--- src/rtl/timer_pkg.sv ---
// Package: register addresses and control bit positions shared by the
// timer top level and anything that drives its register port.
package timer_pkg;
    typedef enum logic [3:0] {
        ADR_CTRL     = 4'd0,
        ADR_PRESCALE = 4'd1,
        ADR_SNAP_TRG = 4'd2,
        ADR_SNAP_LO  = 4'd3,
        ADR_SNAP_HI  = 4'd4,
        ADR_ALM_LO   = 4'd5,
        ADR_ALM_HI   = 4'd6,
        ADR_START_LO = 4'd7,
        ADR_START_HI = 4'd8,
        ADR_LOAD_TRG = 4'd9,
        ADR_IRQ_RAW  = 4'd10,
        ADR_IRQ_EN   = 4'd11,
        ADR_IRQ_STAT = 4'd12,
        ADR_IRQ_CLR  = 4'd13
    } tmr_addr_e;

    localparam int CB_RUN   = 0;
    localparam int CB_UP    = 1;
    localparam int CB_AUTO  = 2;
    localparam int CB_ARM   = 3;
    localparam int CB_LVLIE = 4;
    localparam int CB_EDGIE = 5;
endpackage

--- src/rtl/tm_prescale.sv ---
// Prescaler: emits a one-clock tick every N clocks while run is high.
// Assumes div == 0 stands for 2^DIV_W. The phase restarts when run is
// low or when restart (a counter reload) is asserted.
module tm_prescale #(
    parameter int DIV_W = 16
) (
    input  logic             clk,
    input  logic             rst_n,
    input  logic             run,
    input  logic             restart,
    input  logic [DIV_W-1:0] div,
    output logic             tick
);
    localparam int CW = DIV_W + 1;

    logic [CW-1:0] phase;
    logic [CW-1:0] limit;

    // Decode the effective period, mapping zero to the full range.
    always_comb begin
        limit = (div == '0) ? (CW'(1) << DIV_W) : CW'(div);
        tick  = run && (phase == limit - CW'(1));
    end

    // Phase counter that wraps on every tick.
    always_ff @(posedge clk) begin
        if (!rst_n)                       phase <= '0;
        else if (!run || restart || tick) phase <= '0;
        else                              phase <= phase + CW'(1);
    end


    tick_spacing_chk: assert property (@(posedge clk) disable iff (!rst_n)
        (tick && limit > CW'(1)) |=> !tick);
endmodule

--- src/rtl/tm_count_core.sv ---
// Counter core: the 64-bit count, its alarm compare and the armed flag.
// Assumes tick is at most one clock wide. Reload requests override steps.
module tm_count_core #(
    parameter int CNT_W = 64
) (
    input  logic             clk,
    input  logic             rst_n,
    input  logic             tick,
    input  logic             count_up,
    input  logic             auto_reload,
    input  logic             reload_req,
    input  logic [CNT_W-1:0] start_val,
    input  logic [CNT_W-1:0] alarm_val,
    input  logic             arm_wr,
    input  logic             arm_wr_val,
    output logic [CNT_W-1:0] count,
    output logic             armed,
    output logic             alarm_evt
);
    logic [CNT_W-1:0] stepped;

    // Next value for a plain step and the alarm hit.
    always_comb begin
        stepped   = count_up ? count + CNT_W'(1) : count - CNT_W'(1);
        alarm_evt = tick && armed && (count == alarm_val);
    end

    // Count register: reload first, then auto-reload on alarm, then step.
    always_ff @(posedge clk) begin
        if (!rst_n)                         count <= '0;
        else if (reload_req)                count <= start_val;
        else if (alarm_evt && auto_reload)  count <= start_val;
        else if (tick)                      count <= stepped;
    end

    // Armed flag: software writes it, a one-shot alarm clears it.
    always_ff @(posedge clk) begin
        if (!rst_n)                         armed <= 1'b0;
        else if (arm_wr)                    armed <= arm_wr_val;
        else if (alarm_evt && !auto_reload) armed <= 1'b0;
    end


    reload_copy_chk: assert property (@(posedge clk) disable iff (!rst_n)
        reload_req |=> count == $past(start_val));

    hold_idle_chk: assert property (@(posedge clk) disable iff (!rst_n)
        (!tick && !reload_req) |=> $stable(count));

    oneshot_disarm_chk: assert property (@(posedge clk) disable iff (!rst_n)
        (alarm_evt && !auto_reload && !arm_wr) |=> !armed);

    periodic_keep_chk: assert property (@(posedge clk) disable iff (!rst_n)
        (alarm_evt && auto_reload && !reload_req) |=> (armed && count == $past(start_val)));
endmodule

--- src/rtl/tm_irq.sv ---
// Interrupt unit: sticky raw bit, enable, masked status and two outputs.
// Assumes a new alarm wins over a clear arriving in the same clock.
module tm_irq (
    input  logic clk,
    input  logic rst_n,
    input  logic evt,
    input  logic ie_wr,
    input  logic ie_val,
    input  logic clr_wr,
    input  logic clr_bit,
    input  logic lvl_ie,
    input  logic edge_ie,
    output logic raw,
    output logic ie,
    output logic stat,
    output logic irq_level,
    output logic irq_edge
);
    // Sticky raw flag with write-one-to-clear.
    always_ff @(posedge clk) begin
        if (!rst_n)                  raw <= 1'b0;
        else if (evt)                raw <= 1'b1;
        else if (clr_wr && clr_bit)  raw <= 1'b0;
    end

    // Enable bit held for software.
    always_ff @(posedge clk) begin
        if (!rst_n)     ie <= 1'b0;
        else if (ie_wr) ie <= ie_val;
    end

    // One-clock pulse per alarm, gated by both enables.
    always_ff @(posedge clk) begin
        if (!rst_n) irq_edge <= 1'b0;
        else        irq_edge <= evt && edge_ie && ie;
    end

    // Masked status and level output.
    always_comb begin
        stat      = raw && ie;
        irq_level = stat && lvl_ie;
    end


    raw_sets_chk: assert property (@(posedge clk) disable iff (!rst_n)
        evt |=> raw);

    edge_cause_chk: assert property (@(posedge clk) disable iff (!rst_n)
        irq_edge |-> $past(evt && edge_ie && ie));
endmodule

--- src/rtl/alarm_timer64.sv ---
// Top: register file around the prescaler, counter core and interrupt
// unit. Assumes single-cycle writes; reads are combinational on rd_addr.
module alarm_timer64
    import timer_pkg::*;
#(
    parameter int DIV_W  = 16,
    parameter int HALF_W = 32
) (
    input  logic              clk,
    input  logic              rst_n,
    input  logic              wr_en,
    input  logic [3:0]        wr_addr,
    input  logic [HALF_W-1:0] wr_data,
    input  logic [3:0]        rd_addr,
    output logic [HALF_W-1:0] rd_data,
    output logic              irq_level,
    output logic              irq_edge
);
    localparam int CNT_W = 2 * HALF_W;

    logic             run_q, up_q, auto_q, lvlie_q, edgie_q;
    logic [DIV_W-1:0] div_q;
    logic [CNT_W-1:0] alarm_q, start_q, snap_q, count;
    logic             tick, armed, alarm_evt;
    logic             raw, ie, stat;
    logic             wr_ctrl, wr_load, wr_snap;

    // Decode the strobes that feed submodules.
    always_comb begin
        wr_ctrl = wr_en && (wr_addr == ADR_CTRL);
        wr_load = wr_en && (wr_addr == ADR_LOAD_TRG);
        wr_snap = wr_en && (wr_addr == ADR_SNAP_TRG);
    end

    // Configuration, alarm and start registers.
    always_ff @(posedge clk) begin
        if (!rst_n) begin
            {run_q, up_q, auto_q, lvlie_q, edgie_q} <= '0;
            div_q   <= '0;
            alarm_q <= '0;
            start_q <= '0;
        end else if (wr_en) begin
            case (wr_addr)
                ADR_CTRL: begin
                    run_q   <= wr_data[CB_RUN];
                    up_q    <= wr_data[CB_UP];
                    auto_q  <= wr_data[CB_AUTO];
                    lvlie_q <= wr_data[CB_LVLIE];
                    edgie_q <= wr_data[CB_EDGIE];
                end
                ADR_PRESCALE: div_q                    <= wr_data[DIV_W-1:0];
                ADR_ALM_LO:   alarm_q[HALF_W-1:0]      <= wr_data;
                ADR_ALM_HI:   alarm_q[CNT_W-1:HALF_W]  <= wr_data;
                ADR_START_LO: start_q[HALF_W-1:0]      <= wr_data;
                ADR_START_HI: start_q[CNT_W-1:HALF_W]  <= wr_data;
                default: ;
            endcase
        end
    end

    // Snapshot of the live count on a trigger write.
    always_ff @(posedge clk) begin
        if (!rst_n)       snap_q <= '0;
        else if (wr_snap) snap_q <= count;
    end

    tm_prescale #(.DIV_W(DIV_W)) u_pre (
        .clk(clk), .rst_n(rst_n), .run(run_q), .restart(wr_load),
        .div(div_q), .tick(tick)
    );

    tm_count_core #(.CNT_W(CNT_W)) u_core (
        .clk(clk), .rst_n(rst_n), .tick(tick), .count_up(up_q),
        .auto_reload(auto_q), .reload_req(wr_load), .start_val(start_q),
        .alarm_val(alarm_q), .arm_wr(wr_ctrl), .arm_wr_val(wr_data[CB_ARM]),
        .count(count), .armed(armed), .alarm_evt(alarm_evt)
    );

    tm_irq u_irq (
        .clk(clk), .rst_n(rst_n), .evt(alarm_evt),
        .ie_wr(wr_en && (wr_addr == ADR_IRQ_EN)), .ie_val(wr_data[0]),
        .clr_wr(wr_en && (wr_addr == ADR_IRQ_CLR)), .clr_bit(wr_data[0]),
        .lvl_ie(lvlie_q), .edge_ie(edgie_q),
        .raw(raw), .ie(ie), .stat(stat),
        .irq_level(irq_level), .irq_edge(irq_edge)
    );

    // Read multiplexer.
    always_comb begin
        rd_data = '0;
        case (rd_addr)
            ADR_CTRL: begin
                rd_data[CB_RUN]   = run_q;
                rd_data[CB_UP]    = up_q;
                rd_data[CB_AUTO]  = auto_q;
                rd_data[CB_ARM]   = armed;
                rd_data[CB_LVLIE] = lvlie_q;
                rd_data[CB_EDGIE] = edgie_q;
            end
            ADR_PRESCALE: rd_data[DIV_W-1:0] = div_q;
            ADR_SNAP_LO:  rd_data = snap_q[HALF_W-1:0];
            ADR_SNAP_HI:  rd_data = snap_q[CNT_W-1:HALF_W];
            ADR_ALM_LO:   rd_data = alarm_q[HALF_W-1:0];
            ADR_ALM_HI:   rd_data = alarm_q[CNT_W-1:HALF_W];
            ADR_START_LO: rd_data = start_q[HALF_W-1:0];
            ADR_START_HI: rd_data = start_q[CNT_W-1:HALF_W];
            ADR_IRQ_RAW:  rd_data[0] = raw;
            ADR_IRQ_EN:   rd_data[0] = ie;
            ADR_IRQ_STAT: rd_data[0] = stat;
            default: ;
        endcase
    end


    snap_hold_chk: assert property (@(posedge clk) disable iff (!rst_n)
        !wr_snap |=> $stable(snap_q));
endmodule

--- config.mk ---
export PLATFORM = sky130hd
export DESIGN_NAME = alarm_timer64
export DESIGN_NICKNAME = d
export VERILOG_FILES = /design/src/rtl/timer_pkg.sv /design/src/rtl/tm_prescale.sv /design/src/rtl/tm_count_core.sv /design/src/rtl/tm_irq.sv /design/src/rtl/alarm_timer64.sv
export SDC_FILE = /design/constraint.sdc
export NUM_CORES = 1
export LEC_CHECK = 0
export ABC_AREA = 1
export BUFFER_PORTS_ARGS = -buffer_cell sky130_fd_sc_hd__buf_2
export CORE_MARGIN = 2
export CORE_UTILIZATION = 25
export CTS_CLUSTER_DIAMETER = 120
export CTS_CLUSTER_SIZE = 10
export DETAILED_ROUTE_END_ITERATION = 8
export PLACE_DENSITY = 0.44
export SLEW_MARGIN = 20
export SYNTH_ARGS = -nofsm -noshare
export SYNTH_HDL_FRONTEND = slang
export SYNTH_SLANG_ARGS = --single-unit
--- constraint.sdc ---
create_clock -name clk -period 5.4 [get_ports clk]
set_clock_uncertainty 0.1 [all_clocks]
set_input_delay 0.54 -clock clk [delete_from_list [all_inputs] [get_ports clk]]
set_output_delay 0.54 -clock clk [all_outputs]
set_load 0.05 [all_outputs]
==> results of run 1 <==
-- metal layers --
layer,vias up,share of wire [%],global-route usage (%)
li1,10630,-,-
met1,10660,46,32.89
met2,807,44,36.76
met3,129,6.1,2.687
met4,0,3.1,7.147
met5,-,0,0
-- sequential cells by signal (all words and copies together), names as in the netlist --
| register | cells |
|---|---|
| alarm_q | 64 |
| auto_q | 1 |
| div_q | 16 |
| edgie_q | 1 |
| lvlie_q | 1 |
| run_q | 1 |
| snap_q | 64 |
| start_q | 64 |
| u_core.armed | 1 |
| u_core.count | 64 |
| u_irq.ie | 1 |
| u_irq.irq_edge | 1 |
| u_irq.raw | 1 |
| u_pre.phase | 17 |
| up_q | 1 |
-- cell type report --
type	count	area share [%]
Sequential cell	298	26.69
Antenna cell	1	0.01119
Timing Repair Buffer	111	2.972
Clock buffer	38	4.064
Multi-Input combinational cell	2352	53.47
Inverter	405	6.806
Clock inverter	2	0.1119
Tap cell	1050	5.877
-- logic make-up (layout without fill, tap and decap cells) --
family | after synthesis | in the layout | synth area share [%]
and+or+nand+nor | 1541 | 1541 | 33.10
AOI/OAI and AO/OA | 675 | 675 | 19.28
buffers and inverters | 550 | 556 | 10.51
DFF | 298 | 298 | 29.87
xor gates and xnor gates | 70 | 70 | 3.070
adders and majority gates | 66 | 66 | 4.172
other | 0 | 1 | 0
-- power groups by stage --
stage	logic, mW	clock network (mW)	registers, mW
after floorplan	0.435	0	2.30
after global placement	0.673	0	2.32
after detailed placement	0.669	0	2.31
after CTS	0.672	2.21	2.27
after global routing	0.752	2.29	2.27
final	0.684	2.17	2.27
-- critical path, delay by kind of cell, from the launching register on --
family,cells,cell delay (ns)
buffers and inverters,4,1.15
AO/OA/AOI/OAI,5,1.31
AND/OR/NAND/NOR,7,0.55
adder cells (fa/ha/maj),1,0.36
flip-flops,1,0.32
-- worst max path at each step --
stage | start | end | slack [ns] | depth (start not counted)
6_report | up_q$_SDFFE_PN0P_ | u_core.count[63]$_SDFFE_PN0P_ | 1.43 | 17
5_1_grt | up_q$_SDFFE_PN0P_ | u_core.count[63]$_SDFFE_PN0P_ | 1.26 | 16
4_1_cts | up_q$_SDFFE_PN0P_ | u_core.count[63]$_SDFFE_PN0P_ | 1.55 | 16
3_5_place_dp | up_q$_SDFFE_PN0P_ | u_core.count[63]$_SDFFE_PN0P_ | 1.57 | 16
3_3_place_gp | up_q$_SDFFE_PN0P_ | u_core.count[63]$_SDFFE_PN0P_ | 1.53 | 16
2_1_floorplan | up_q$_SDFFE_PN0P_ | u_core.count[58]$_SDFFE_PN0P_ | 2.12 | 18
-- stage by stage --
stage,std cells,total power [mW],util [%]
final,4257,5.119,28.30
after global routing,4256,5.307,28.29
after CTS,4256,5.151,28.29
after detailed placement,4216,2.984,27.11
after global placement,4216,2.989,27.11
after floorplan,3200,2.735,-
-- layout by cell type (no fill, tap or decap), drive strengths merged, types with 8 or more instances in the layout --
cell,instances
nand4,136
o21ai,308
xnor2,8
buf,110
nand2,681
clkbuf,39
a221oi,26
a21oi,222
o21bai,8
inv,404
o22ai,20
nor2,500
nor4,21
o2111ai,72
dfxtp,298
ha,65
xor2,62
nor3,25
nand3,159
==> metrics.md, run 1 <==
| Metric | Value |
|---|---|
| Outcome | `complete, no violations` |
| Slowest CP cell | `inv_2` |
| Flip-flop and latch area | `5966 um2` |
| Wire length per cell | `23.09 um` |
| Hold WS | `0.1768 ns` |
| Gate power share | `13.4%` |
| Most common cell on crit path | `nand2_1` |
| Register area share after synthesis | `29.87%` |
| Min-Delay Startpoint | `wr_data[31]` |
| Max-cap violations | `0` |
| Distinct cells, synth | `48` |
| Slew Limit Fails | `0` |
| Mapped Cells | `3200` |
| Worst r2r dst | `u_core.count[63]$_SDFFE_PN0P_` |
| RSZ-0062 raised after global routing | `no` |
| CP peak stage delay | `0.56 ns` |
| Period utilization | `73.52%` |
| F_max | `0.2519 GHz` |
| Mapped Area | `19970 um2` |
| Crit path cell chain | `inv_2, buf_4, ha_1, inv_1, o21ai_0, a21boi_0, o21ai_0, nand2_1, nand2_1, a21oi_1, nand2_1, nand2_1, nand2_1, o2111ai_1, nand3_1, nand2_1, inv_1` |
| Final Cell Area | `22350 um2` |
| CP startpoint kind | `flip-flop` |
| P&R area growth vs syn | `11.92%` |
| DIE AREA | `82170 um2` |
| Final TNS setup | `0 ns` |
| DRC Markers | `0` |
| Sink Count | `298` |
| Multi-input logic area | `11950 um2` |
| Die Span X | `286.7 um` |
| Synth top area share | `29.87%` |
| CP arrival | `4.31 ns` |
| Psw | `1.518 mW` |
| Dominant cell type by area after synthesis | `dfxtp_1` |
| Finish-stage setup viols | `0` |
| I/O pins | `77` |
| First-pass GRT wire length | `142900 um` |
| Crit-path max FO | `36` |
| Peak supply drop | `0.1915 mV` |
| Int Pwr | `3.600 mW` |
| CTS buffer count | `35` |
| Class of the worst hold path | `input port to flip-flop` |
| Number of hold buffers added after cts | `0` |
| Critical path class | `flip-flop to flip-flop` |
| Async S/R FF share, synth | `0%` |
| Fill cell count | `9003` |
| Clk pwr share | `42.3%` |
| Post-synth EDFFs | `0` |
| Gr ovfl total | `0` |
| HPWL after DPL | `74600 um` |
| Total track usage | `23.25%` |
| Final wirelength | `98290 um` |
| Layout cells sized above 1 | `5.833%` |
| Data required time of the critical path | `5.74 ns` |
| Port Buffers | `76` |
| R2R Setup Slk | `1.43 ns` |
| Drt pass-1 iters | `6` |
| Via-to-Cell Ratio | `5.220` |
| Worst-margin pin slew | `1.169 ns` |
| CTS max path bufs | `3` |
| Post-CTS resize count | `0` |
| H-tree depth | `2` |
| Min-Delay Endpoint | `start_q[31]$_SDFFE_PN0P_` |
| Synth top area cells | `dfxtp_1, nand2_1, nor2_1, o21ai_0, inv_1` |
| Yosys reg bits | `298` |
| Clock Latency Late Sink | `0.55 ns` |
| Initial antenna violation count | `7` |
| CTS clk-pin slew, worst paths | `0.06 ns` |
| Die H | `286.7 um` |
| CTS tree | `yes` |
| Synth top cells by count | `nand2_1, nor2_1, inv_1` |
| Root Buffer Master | `clkbuf_16` |
| Most numerous cell in the Yosys netlist | `nand2_1` |
| Switch share | `29.67%` |
| Final nets | `3312` |
| RR Startpoint | `up_q$_SDFFE_PN0P_` |
| Syn Nets | `3309` |
| Iter 0 DRT Violations | `2293` |
| Min Tclk post-route | `3.970 ns` |
| FF-to-FF path depth | `17` |
| Via count | `22220` |
| Seq pwr share | `44.3%` |
| Leak | `11.03 nW` |
| Post-route setup slack | `1.430 ns` |
| Syn_area_per_cell | `6.242 um2` |
| Power density cells | `229.0 nW/um2` |
| Relative slew slack | `21.91%` |
| Post-CTS Repair Setup Buffers | `0` |
| Final RePlAce weighted congestion | `0.9789` |
| Placed Instance Area | `21420 um2` |
| Pin count of the biggest net entering global routing | `121` |
| Yosys synthesis warning count | `0` |
| WHS Path Cells | `3` |
| Setup WS pre-CTS | `1.567 ns` |
| Num rows | `103` |
| Initial Util | `25.28%` |
| Prevailing post-synth register cell | `dfxtp_1` |
| Core area | `79000 um2` |
| Vias in the first global route | `20720` |
| Final ANT Viol Nets | `0` |
| Crit path capture type | `flip-flop` |
| Hold Vio Cnt, Final | `0` |
Power figures use the tool's default switching activity.
==> inputs of run 2 (changes only) <==
- PLACE_DENSITY: 0.44 -> 0.45
- clock period: 5.4 -> 3.2 ns (I/O delays scaled with it)
==> metrics.md, run 2 (synthesis gave the netlist of run 1 again) <==
| Metric | Value |
|---|---|
| Post-Layout Cell Count | `4482` |
| CTS max path bufs | `3` |
| DIE AREA | `82170 um2` |
| Clock Latency Late Sink | `0.57 ns` |
| Layout cells sized above 1 | `16.26%` |
| Final nets | `3536` |
| CTS buffer count | `36` |
| Data required time of the critical path | `3.61 ns` |
| Hold Vio Cnt, Final | `0` |
| Crit-path max FO | `19` |
| Wire length per cell | `22.92 um` |
| DRC Markers | `0` |
| Final RePlAce weighted congestion | `0.9889` |
| I/O pins | `77` |
| Root Buffer Master | `clkbuf_16` |
| Worst-margin pin slew | `1.135 ns` |
| Initial Util | `25.28%` |
| Relative slew slack | `24.25%` |
| Pin count of the biggest net entering global routing | `75` |
| Most common cell on crit path | `nand2_1` |
| Initial antenna violation count | `3` |
| Peak supply drop | `0.2906 mV` |
| Crit path capture type | `flip-flop` |
| Antenna diode count | `0` |
| Class of the worst hold path | `input port to flip-flop` |
| Leak | `12.39 nW` |
| Finish-stage setup viols | `0` |
| Die H | `286.7 um` |
| Gr ovfl total | `0` |
| Slowest CP cell | `o21ai_0` |
| Crit path cell chain | `clkinvlp_4, buf_12, ha_1, a21oi_1, buf_4, o21ai_0, nand2_1, nand2_1, a21oi_2, nand2_2, nand2_1, nand2_1, nand2_1, nand2_1, o2111ai_1, nand2_1, nor2_1, nor2_1` |
| CTS tree | `yes` |
| Pwr Total | `9.099 mW` |
| Commonest non-fill, non-tap cell in the layout | `nand2_1` |
| Iter 0 DRT Violations | `2330` |
| Num rows | `103` |
| Final TNS setup | `0 ns` |
| Most frequent cells in the layout | `nand2_1, nor2_1, inv_1, dfxtp_1, o21ai_0` |
| H-tree depth | `2` |
| CTS clk-pin slew, worst paths | `0.07 ns` |
| Total track usage | `24.06%` |
| Via count | `23080` |
| HPWL after DPL | `77950 um` |
| Vias in the first global route | `21530` |
| Drt pass-1 iters | `6` |
| First-pass GRT wire length | `148000 um` |
| Min Tclk post-route | `3.138 ns` |
| CP peak stage delay | `0.38 ns` |
| CP startpoint kind | `flip-flop` |
| Die Span X | `286.7 um` |
| CP arrival | `3.55 ns` |
| RSZ-0062 raised after global routing | `yes` |
| Via-to-Cell Ratio | `5.150` |
| Critical path class | `flip-flop to flip-flop` |
| Core area | `79000 um2` |
| Final ANT Viol Nets | `0` |
| Slew Limit Fails | `0` |
| Fill cell count | `8760` |
| Max-cap violations | `0` |
| # placed instances | `4416` |
| Multi-input logic area | `12700 um2` |
| Flip-flop and latch area | `5967 um2` |
| P&R area growth vs syn | `26.76%` |
| Final wirelength | `102700 um` |
| Outcome | `complete, no violations` |
| Port Buffers | `76` |
| Power density cells | `359.4 nW/um2` |
| F_max | `0.3187 GHz` |
| Period utilization | `98.06%` |
| Sink Count | `298` |
## run 2: changes by cell type in the layout (fill, tap and decap cells not counted), moves of 29 or more
cell	previous run	this run
buf_4	34	221
nand2_1	676	646
nand2_2	0	29
nor2_1	485	434
nor2_2	3	48
o21ai_0	308	274
## run 2: per-layer routing
metal / routed length, um / global-route usage (%) / vias to the layer above
met5: 13 / 0 / -
met4: 2682 / 6.165 / 2
met3: 6540 / 2.417 / 138
met2: 45710 / 38.35 / 849
met1: 47800 / 34.48 / 11000
li1: - / - / 11100
## run 2: per-stage QoR
| stage | instance area, um2 | hold WS [ns] | setup slack [ns] | utilization, % |
|---|---|---|---|---|
| global route | 25320 | 0.02221 | -0.05004 | 32.05 |
| finish | 25320 | 0.02156 | 0.06199 | 32.05 |
| CTS | 24520 | 0.001761 | -0.03799 | 31.04 |
| global placement | 23290 | 0.3721 | -0.1953 | 29.48 |
| detailed placement | 23290 | 0.3711 | -0.1873 | 29.48 |
| floorplan | 19990 | 0.3397 | -0.02883 | - |
## run 2: worst paths after layout
check | slack, ns | end | cells after the start | start
max | 0.06 | u_core.count[36]$_SDFFE_PN0P_ | 18 | up_q$_SDFFE_PN0P_
min | 0.02 | start_q[22]$_SDFFE_PN0P_ | 3 | wr_data[22]
max reg2reg | 0.06 | u_core.count[36]$_SDFFE_PN0P_ | 18 | up_q$_SDFFE_PN0P_
min reg2reg | 0.38 | lvlie_q$_SDFFE_PN0P_ | 2 | lvlie_q$_SDFFE_PN0P_
## run 2: repair_timing
item	in CTS	in global routing
gates resized for setup	24	198
endpoints found under the setup margin	23	62
pin swaps	1	11
hold endpoints to repair	41	0
cloned	0	2
hold buffers	17	0
setup buffers	0	4
## run 2: worst max-delay path: cells and delay by family (launching register included)
kind                       cells  cell delay, ns
DFF                            1            0.36
adders and majority gates      1            0.35
buffers and inverters          3            0.44
and+or+nand+nor               10            1.10
AOI/OAI and AO/OA              4            0.70
## run 2: cell type report
type                            count  share of cell area (%)
Inverter                          405                   6.029
Clock buffer                       41                   3.840
Sequential cell                   298                   23.57
Tap cell                         1050                   5.189
Multi-Input combinational cell   2352                   50.17
Timing Repair Buffer              334                   11.11
Clock inverter                      2                 0.09884
## run 2: report_power, final
part | internal [mW] | switching (mW)
Clock | 2.13 | 1.72
Combinational | 0.479 | 0.947
Sequential | 3.77 | 0.0505
Total | 6.38 | 2.72
==> inputs of run 3 (changes only) <==
--- a/constraint.sdc
+++ b/constraint.sdc
@@ -4,2 +4,2 @@
 set_output_delay 0.32 -clock clk [all_outputs]
-set_load 0.05 [all_outputs]
+set_load 0.02 [all_outputs]
==> metrics.md, run 3 (synthesis gave the netlist of run 1 again) <==
| Metric | Value |
|---|---|
| Fill cell count | `8746` |
| Via-to-Cell Ratio | `5.137` |
| Final ANT Viol Nets | `0` |
| Most frequent cells in the layout | `nand2_1, nor2_1, inv_1, dfxtp_1, o21ai_0` |
| Commonest non-fill, non-tap cell in the layout | `nand2_1` |
| Switch share | `29.76%` |
| Crit path depth | `19` |
| Iter 0 DRT Violations | `2227` |
| Crit path capture type | `flip-flop` |
| HPWL after DPL | `76960 um` |
| Max-cap violations | `0` |
| FF-to-FF path depth | `19` |
| Hold WS | `0.01893 ns` |
| CTS max path bufs | `3` |
| Int Pwr | `6.264 mW` |
| F_max | `0.3217 GHz` |
| Clk pwr share | `41.5%` |
| Finish-stage setup viols | `0` |
| Outcome | `complete, no violations` |
| Hold Vio Cnt, Final | `0` |
| Leak | `12.31 nW` |
| CP Buf/Inv Count | `5` |
| Slew Limit Fails | `0` |
| Port Buffers | `76` |
| Drt pass-1 iters | `5` |
| Die Span X | `286.7 um` |
| Worst-margin pin slew | `1.137 ns` |
| Seq pwr share | `42.8%` |
| Delay-heaviest family, CP | `simple AND/OR/NAND/NOR gates` |
| Initial Util | `25.28%` |
| DRC Markers | `0` |
| Crit path cell chain | `clkinvlp_4, buf_12, ha_1, nand2_2, o21ai_0, a21oi_1, buf_4, nor2_1, nor2_1, nand2_1, buf_4, nand2_1, nand2_1, nand2_1, nand2_2, o2111ai_1, nand3_1, nand2_1, inv_1` |
| Crit-path max FO | `28` |
| Clock Latency Late Sink | `0.57 ns` |
| WHS Path Cells | `3` |
| First-pass GRT wire length | `145900 um` |
| CTS clk-pin slew, worst paths | `0.06 ns` |
| Gate power share | `15.7%` |
| Vias in the first global route | `21340` |
| # placed instances | `4416` |
| Relative slew slack | `24.20%` |
| Post-Layout Cell Count | `4474` |
| H-tree depth | `2` |
| Gr ovfl total | `0` |
| Die H | `286.7 um` |
| Critical path class | `flip-flop to flip-flop` |
| Slowest CP cell | `ha_1` |
| Root Buffer Master | `clkbuf_16` |
| Final nets | `3530` |
| Power density cells | `355.8 nW/um2` |
| Pin count of the biggest net entering global routing | `125` |
| Via count | `22990` |
| Core area | `79000 um2` |
| I/O pins | `77` |
| DIE AREA | `82170 um2` |
| CTS tree | `yes` |
| Sink Count | `298` |
| Period utilization | `97.14%` |
| CP startpoint kind | `flip-flop` |
| Num rows | `103` |
| Wire length per cell | `22.75 um` |
| Total track usage | `23.79%` |
| Layout cells sized above 1 | `15.95%` |
| Multi-input logic area | `12680 um2` |
| Data required time of the critical path | `3.61 ns` |
| Final RePlAce weighted congestion | `0.9632` |
| Most common cell on crit path | `nand2_1` |
| Min Tclk post-route | `3.108 ns` |
| Psw | `2.655 mW` |
| CP peak stage delay | `0.40 ns` |
| Peak supply drop | `0.2678 mV` |
| Initial antenna violation count | `2` |
| Class of the worst hold path | `input port to flip-flop` |
| Flip-flop and latch area | `5967 um2` |
| CTS buffer count | `35` |
| Final wirelength | `101800 um` |
| P&R area growth vs syn | `25.50%` |
| CP arrival | `3.52 ns` |
[run 3: cell count changes in the layout (fill, tap and decap cells not counted), moves of 4 or more]
cell / before / now
buf_12: 26 / 14
buf_2: 63 / 75
ha_1: 38 / 31
a21oi_1: 193 / 199
a21oi_2: 29 / 23
nor2_1: 434 / 439
buf_4: 221 / 217
dlygate4sd3_1: 17 / 13
ha_2: 6 / 10
nor2_4: 17 / 13
o21ai_2: 9 / 5
[run 3: power groups by stage]
stage               combinational (mW)  sequential, mW  clock [mW]
finish                            1.40            3.82        3.70
global route                      1.52            3.82        3.88
CTS                               1.31            3.82        3.75
detailed placement                1.29            3.90           0
global placement                  1.29            3.90           0
floorplan                        0.722            3.88           0
[run 3: layer usage]
| layer | GRT usage (%) | up-vias | wire, um |
|---|---|---|---|
| li1 | - | 11070 | - |
| met1 | 33.71 | 10940 | 46650 |
| met2 | 37.72 | 846 | 45290 |
| met3 | 2.766 | 133 | 6854 |
| met4 | 6.911 | 2 | 2963 |
| met5 | 0 | - | 13 |
[run 3: through the flow]
step | TNS [ns] | util, % | setup slack, ns | area, um2 | power (mW)
3_5_place_dp | -0.1041 | 29.27 | -0.05943 | 23120 | 5.186
3_3_place_gp | -0.2667 | 29.27 | -0.1340 | 23120 | 5.192
4_1_cts | 0 | 30.65 | 0.001309 | 24220 | 8.871
2_1_floorplan | -0.06895 | - | -0.02883 | 19990 | 4.604
6_report | 0 | 31.73 | 0.09159 | 25070 | 8.919
5_1_grt | -0.06777 | 31.73 | -0.02640 | 25060 | 9.227
[run 3: final cells by class]
cell class                 count  share of cell area (%)
clock buffer                  37                   3.649
clock inverter                 2                 0.09983
sequential                   298                   23.80
tap                         1050                   5.241
antenna                        1                0.009983
inverter                     405                   6.090
multi-input combinational   2352                   50.59
timing repair buffer         329                   10.51
[run 3: tightest hold or removal path, delay by kind of cell]
kind	cells	cell delay, ns
buffers and inverters	1	0.16
and+or+nand+nor	2	0.16
[run 3: worst paths after layout]
path | start | endpoint | slack [ns]
max | up_q$_SDFFE_PN0P_ | u_core.count[38]$_SDFFE_PN0P_ | 0.09
min | wr_data[6] | alarm_q[6]$_SDFFE_PN0P_ | 0.02
max reg2reg | up_q$_SDFFE_PN0P_ | u_core.count[38]$_SDFFE_PN0P_ | 0.09
min reg2reg | u_irq.ie$_SDFFE_PN0P_ | u_irq.irq_edge$_SDFF_PN0_ | 0.38
[run 3: timing repair]
item / 4_1_cts / 5_1_grt
hold buffers: 13 / 0
endpoints found under the setup margin: 8 / 62
pin swaps: 1 / 13
setup buffers: 0 / 1
endpoints found under the hold margin: 28 / 0
gates cloned: 0 / 4
resized for setup: 8 / 201
